===== src/rtl/symaddr_pkg.sv =====
package symaddr_pkg;

  typedef enum logic [1:0] {
    CLR_HOLD = 2'd0,
    CLR_UP   = 2'd1,
    CLR_DOWN = 2'd2
  } clr_step_e;

  // Call and return in the same cycle cancel each other.
  function automatic clr_step_e decode_step(input logic call_ev, input logic ret_ev);
    if (call_ev && !ret_ev)      return CLR_UP;
    else if (ret_ev && !call_ev) return CLR_DOWN;
    else                         return CLR_HOLD;
  endfunction

endpackage


===== src/rtl/symaddr_color.sv =====
module symaddr_color #(
  parameter int COLOR_W = 2
) (
  input  logic                        clk,
  input  logic                        rst_n,
  input  logic                        call_ev,
  input  logic                        ret_ev,
  output logic [COLOR_W-1:0]          color_q,
  output symaddr_pkg::clr_step_e      step_o
);
  import symaddr_pkg::*;

  function automatic logic [COLOR_W-1:0] next_color(input logic [COLOR_W-1:0] cur,
                                                     input clr_step_e st);
    case (st)
      CLR_UP:   return cur + COLOR_W'(1);
      CLR_DOWN: return cur - COLOR_W'(1);
      default:  return cur;
    endcase
  endfunction

  assign step_o = decode_step(call_ev, ret_ev);

  always_ff @(posedge clk or negedge rst_n) begin
    if (!rst_n) color_q <= '0;
    else        color_q <= next_color(color_q, step_o);
  end
endmodule


===== src/rtl/symaddr_form.sv =====
module symaddr_form #(
  parameter int DISP_W  = 16,
  parameter int REG_W   = 5,
  parameter int COLOR_W = 2,
  parameter int SP_REG  = 29,
  parameter int FP_REG  = 30,
  localparam int SYM_W  = DISP_W + REG_W + COLOR_W
) (
  input  logic [REG_W-1:0]   base_reg,
  input  logic [DISP_W-1:0]  disp,
  input  logic [COLOR_W-1:0] color,
  output logic               stack_ref,
  output logic [SYM_W-1:0]   sym
);
  function automatic logic is_stack(input logic [REG_W-1:0] r);
    return (r == REG_W'(SP_REG)) || (r == REG_W'(FP_REG));
  endfunction

  function automatic logic [SYM_W-1:0] build(input logic [REG_W-1:0] r,
                                             input logic [DISP_W-1:0] d,
                                             input logic [COLOR_W-1:0] c,
                                             input logic stk);
    logic [COLOR_W-1:0] cf;
    cf = stk ? c : '0;
    return {cf, r, d};
  endfunction

  assign stack_ref = is_stack(base_reg);
  assign sym       = build(base_reg, disp, color, stack_ref);
endmodule


===== src/rtl/symaddr_hash.sv =====
module symaddr_hash #(
  parameter int SYM_W   = 23,
  parameter int OFF_W   = 6,
  parameter int IDX_W   = 6,
  parameter int MIX_LSB = 16,
  localparam int TAG_W  = SYM_W - OFF_W
) (
  input  logic [SYM_W-1:0] sym,
  output logic [IDX_W-1:0] set_idx,
  output logic [TAG_W-1:0] tag,
  output logic [OFF_W-1:0] off
);
  for (genvar i = 0; i < IDX_W; i++) begin : g_mix
    assign set_idx[i] = sym[OFF_W + i] ^ sym[MIX_LSB + i];
  end

  assign tag = sym[SYM_W-1:OFF_W];
  assign off = sym[OFF_W-1:0];
endmodule


===== src/rtl/symaddr_gen.sv =====
module symaddr_gen #(
  parameter int DISP_W  = 16,
  parameter int REG_W   = 5,
  parameter int COLOR_W = 2,
  parameter int IDX_W   = 6,
  parameter int OFF_W   = 6,
  parameter int SP_REG  = 29,
  parameter int FP_REG  = 30,
  localparam int SYM_W  = DISP_W + REG_W + COLOR_W,
  localparam int TAG_W  = SYM_W - OFF_W
) (
  input  logic              clk,
  input  logic              rst_n,
  input  logic              in_valid,
  input  logic [REG_W-1:0]  in_base_reg,
  input  logic [DISP_W-1:0] in_disp,
  input  logic              call_pulse,
  input  logic              ret_pulse,
  output logic              out_valid,
  output logic [SYM_W-1:0]  out_sym,
  output logic [IDX_W-1:0]  out_set,
  output logic [TAG_W-1:0]  out_tag,
  output logic [OFF_W-1:0]  out_off
);
  logic [COLOR_W-1:0]    color_q;
  symaddr_pkg::clr_step_e clr_step;
  logic                  stack_ref;
  logic [SYM_W-1:0]      sym_c;
  logic [IDX_W-1:0]      set_c;
  logic [TAG_W-1:0]      tag_c;
  logic [OFF_W-1:0]      off_c;

  symaddr_color #(.COLOR_W(COLOR_W)) u_color (
    .clk(clk), .rst_n(rst_n), .call_ev(call_pulse), .ret_ev(ret_pulse),
    .color_q(color_q), .step_o(clr_step)
  );

  symaddr_form #(
    .DISP_W(DISP_W), .REG_W(REG_W), .COLOR_W(COLOR_W),
    .SP_REG(SP_REG), .FP_REG(FP_REG)
  ) u_form (
    .base_reg(in_base_reg), .disp(in_disp), .color(color_q),
    .stack_ref(stack_ref), .sym(sym_c)
  );

  symaddr_hash #(
    .SYM_W(SYM_W), .OFF_W(OFF_W), .IDX_W(IDX_W), .MIX_LSB(DISP_W)
  ) u_hash (
    .sym(sym_c), .set_idx(set_c), .tag(tag_c), .off(off_c)
  );

  always_ff @(posedge clk or negedge rst_n) begin
    if (!rst_n) begin
      out_valid <= 1'b0;
      out_sym   <= '0;
      out_set   <= '0;
      out_tag   <= '0;
      out_off   <= '0;
    end else begin
      out_valid <= in_valid;
      if (in_valid) begin
        out_sym <= sym_c;
        out_set <= set_c;
        out_tag <= tag_c;
        out_off <= off_c;
      end
    end
  end
endmodule


===== config.mk =====
export PLATFORM = sky130hd
export DESIGN_NAME = symaddr_gen
export DESIGN_NICKNAME = d
export VERILOG_FILES = /design/src/rtl/symaddr_pkg.sv /design/src/rtl/symaddr_color.sv /design/src/rtl/symaddr_form.sv /design/src/rtl/symaddr_hash.sv /design/src/rtl/symaddr_gen.sv
export SDC_FILE = /design/constraint.sdc
export NUM_CORES = 1
export LEC_CHECK = 0
export ABC_AREA = 1
export BUFFER_PORTS_ARGS = -buffer_cell sky130_fd_sc_hd__buf_2
export CORE_MARGIN = 8
export CORE_UTILIZATION = 40
export CTS_BUF_LIST = sky130_fd_sc_hd__clkbuf_4
export CTS_CLUSTER_SIZE = 40
export DETAILED_ROUTE_END_ITERATION = 8
export GPL_TIMING_DRIVEN = 0
export PLACE_DENSITY = 0.86
export SETUP_SLACK_MARGIN = 0.15
export SYNTH_ARGS = -nofsm -noshare
export SYNTH_HDL_FRONTEND = slang
export SYNTH_SLANG_ARGS = --single-unit

===== constraint.sdc =====
create_clock -name clk -period 0.9 [get_ports clk]
set_clock_uncertainty 0.05 [all_clocks]
set_input_delay 0 -clock clk [delete_from_list [all_inputs] [get_ports clk]]
set_output_delay 0 -clock clk [all_outputs]
set_load 0.03 [all_outputs]

==> impl_metrics.json <==
{
  "clk_path_buf_depth": 2,
  "grt_max_degree": 33,
  "cts_num_sinks": 32,
  "p_leak_nw": 1.47,
  "timing.final.crit_period_ns": 1.08,
  "cts_tree": "built",
  "cts.htree.levels": 2,
  "p_int_mw": 3.17,
  "area_delta_synth_final_pct": 95.5,
  "power_frac_clock_pct": 23.2,
  "yosysSeqAreaShare_pct": 54.5,
  "clk_pin_slew_ns": 0.11,
  "crit_start": "out_sym[12]$_DFFE_PN0P_",
  "hp-class": "in2async",
  "die_w_um": 76.6,
  "core-area_mm2": 0.00361,
  "die_area_mm2": 0.00587,
  "drc": 0,
  "rsz0062_at_grt": "yes",
  "ir_drop_mv": 1.13,
  "grt_pass1_vias": 1602,
  "die_h_um": 76.6,
  "nets": 310,
  "synth_top_area_cell": "dfrtp_1",
  "vias_per_cell": 4.72,
  "place.gp.congestion": 0.747,
  "dp.cells": 291,
  "finalHoldViolations": 33,
  "detailedPlace.worstSlack_ns": -0.0442,
  "antenna_found_initial": 0,
  "rows": 22,
  "synth_cell_types": 17,
  "r2r_start": "u_color.color_q[0]$_DFFE_PN0P_",
  "tightest_slew_ns": 0.707,
  "comb_power_share_pct": 38.0,
  "synth_top_cell_area_share_pct": 54.5,
  "firstDrtPassIters": 4,
  "synth_area_leaders": "dfrtp_1 (55%), nand2_1 (19%), buf_4 (13%)",
  "synth-seq-cells": 32,
  "dp_hpwl_um": 2930,
  "vias": 1566,
  "cts_buffers": 5,
  "yosysWarnings": 0,
  "violations": "hold timing, setup timing",
  "worstSetupEndpointType": "output pin",
  "slew_violations": 0,
  "clock_latency_ns": 0.32,
  "wl_per_cell_um": 16.7,
  "post_route_cells_drive_above_1_share_pct": 62.3,
  "status": "finished with violations",
  "fmax_ghz": 0.923,
  "grt_first_pass_wirelength_um": 8080,
  "drtIter0Drc": 104,
  "synth_cells": 165,
  "p_per_area_mw_per_mm2": 1660,
  "crit_path_start_kind": "flip-flop",
  "pwr-share-seq_pct": 38.8,
  "cts_root_buf": "clkbuf_4",
  "final_cells": 332,
  "swShare_pct": 33.4,
  "criticalPathCategory": "reg2out",
  "postRouteAntennaNets": 0,
  "overflow": 0,
  "relSlewSlack_pct": 52.9,
  "wl_um": 5540,
  "io_buffers": 78,
  "setup_ws_ns": -0.184,
  "grtUsageTotal_pct": 17.5,
  "fin_crit_sh_pct": 120,
  "arrival_ns": 1.03,
  "p_sw_mw": 1.59,
  "post_synth_instance_area_mm2": 0.00147,
  "postSynthAreaPerCell_um2": 8.90,
  "start_util_pct": 40.7,
  "worstPathRequired_ns": 0.85,
  "ios": 79,
  "fin_total_pwr_mw": 4.75,
  "setup_viol_count_final": 56,
  "critPathMaxFanout": 3,
  "n_antenna_cell": 0,
  "maxCapViolCount": 0,
  "syn_nets": 192,
  "fin_hold_ws_ns": -0.346
}
==> critical path, cell delays in order, from the launching register on <==
cell     delay [ns]
dfrtp_2        0.45
buf_6          0.12
buf_6          0.12
==> cells in the mapped netlist <==
| master | n |
|---|---|
| nand2_1 | 75 |
| dfrtp_1 | 32 |
| buf_4 | 26 |
| inv_1 | 7 |
| a21oi_1 | 4 |
| o21ai_0 | 4 |
| o221ai_1 | 3 |
| a31oi_1 | 2 |
| buf_6 | 2 |
| nor2_1 | 2 |
| xnor2_1 | 2 |
| buf_2 | 1 |
| ha_1 | 1 |
| inv_2 | 1 |
| nand3_1 | 1 |
| nand4_1 | 1 |
| nor2_2 | 1 |
==> sequential cells by signal, indices dropped and copies added (netlist names) <==
signal           cells
out_set              6
out_sym             23
out_valid            1
u_color.color_q      2
==> power groups by stage <==
stage / clock, mW / combinational [mW] / sequential [mW]
2_1_floorplan: 0 / 0.558 / 2.02
3_3_place_gp: 0 / 1.14 / 1.77
3_5_place_dp: 0 / 1.16 / 1.79
4_1_cts: 1.12 / 1.65 / 1.80
5_1_grt: 1.19 / 1.90 / 1.87
6_report: 1.11 / 1.81 / 1.84
==> final cells by class <==
class / count / area (µm²)
fill: 210 / 734
clock buffer: 6 / 45.0
clock inverter: 2 / 35.0
timing repair buffer: 111 / 1050
inverter: 8 / 32.5
buffer: 29 / 313
tap: 48 / 60.1
multi-input combinational: 96 / 495
sequential: 32 / 838
==> path summary, 6_finish.rpt <==
kind                                                   to  slack, ns  depth (start not counted)
min reg2reg                u_color.color_q[1]$_DFFE_PN0P_       0.43                          1
max reg2reg                u_color.color_q[1]$_DFFE_PN0P_      -0.05                          3
min in group clk           u_color.color_q[0]$_DFFE_PN0P_          0                          3
max in group asynchronous          out_set[4]$_DFFE_PN0P_       0.64                          1
max                                            out_tag[6]      -0.18                          2
min                               out_sym[19]$_DFFE_PN0P_      -0.35                          1
==> kinds of logic after synthesis <==
kind of cell | synth area share (%)
xor+xnor | 1.19
fa+ha+maj | 0.852
buf+inv | 17.2
flops | 54.5
simple gates | 20.9
compound gates | 5.37
==> per-layer routing <==
| metal | wire length (µm) | vias up | track usage, % |
|---|---|---|---|
| met5 | 0 | - | 0 |
| li1 | - | 726 | - |
| met4 | 131 | 0 | 9.04 |
| met2 | 3140 | 67 | 31.5 |
| met1 | 1930 | 760 | 17.3 |
| met3 | 339 | 13 | 6.01 |
==> cell usage in the layout, fill, tap and decap left out, drive strengths merged <==
cell type and count:
buf 118, nand2 75, dfrtp 32, dlygate4sd3 20, inv 8, clkbuf 6
a21oi 4, o21ai 4, o221ai 3, nor2 3, a31oi 2, dlymetal6s4s 2
xnor2 2, nand4 1, nand3 1, ha 1, clkinv 1, bufinv 1
==> timing repair <==
item,4_1_cts,5_1_grt
endpoints found under the hold margin,62,40
pin swaps,3,5
cloned,0,1
buffers inserted,7,3
resized for setup,118,43
endpoints found under the setup margin,60,84
hold buffers,22,4
==> metrics by stage <==
step,area [µm²],hold slack [ns],utilization [%],TNS (ns)
2_1_floorplan,1510,-0.346,-,0
3_3_place_gp,1960,0.0328,54.4,-0.00597
3_5_place_dp,1960,0.0316,54.4,-0.0819
4_1_cts,2710,-0.346,75.0,-9.38
5_1_grt,2870,-0.299,79.6,-7.92
6_report,2870,-0.346,79.6,-6.00
Note: power is estimated with default switching activity, not from simulation.
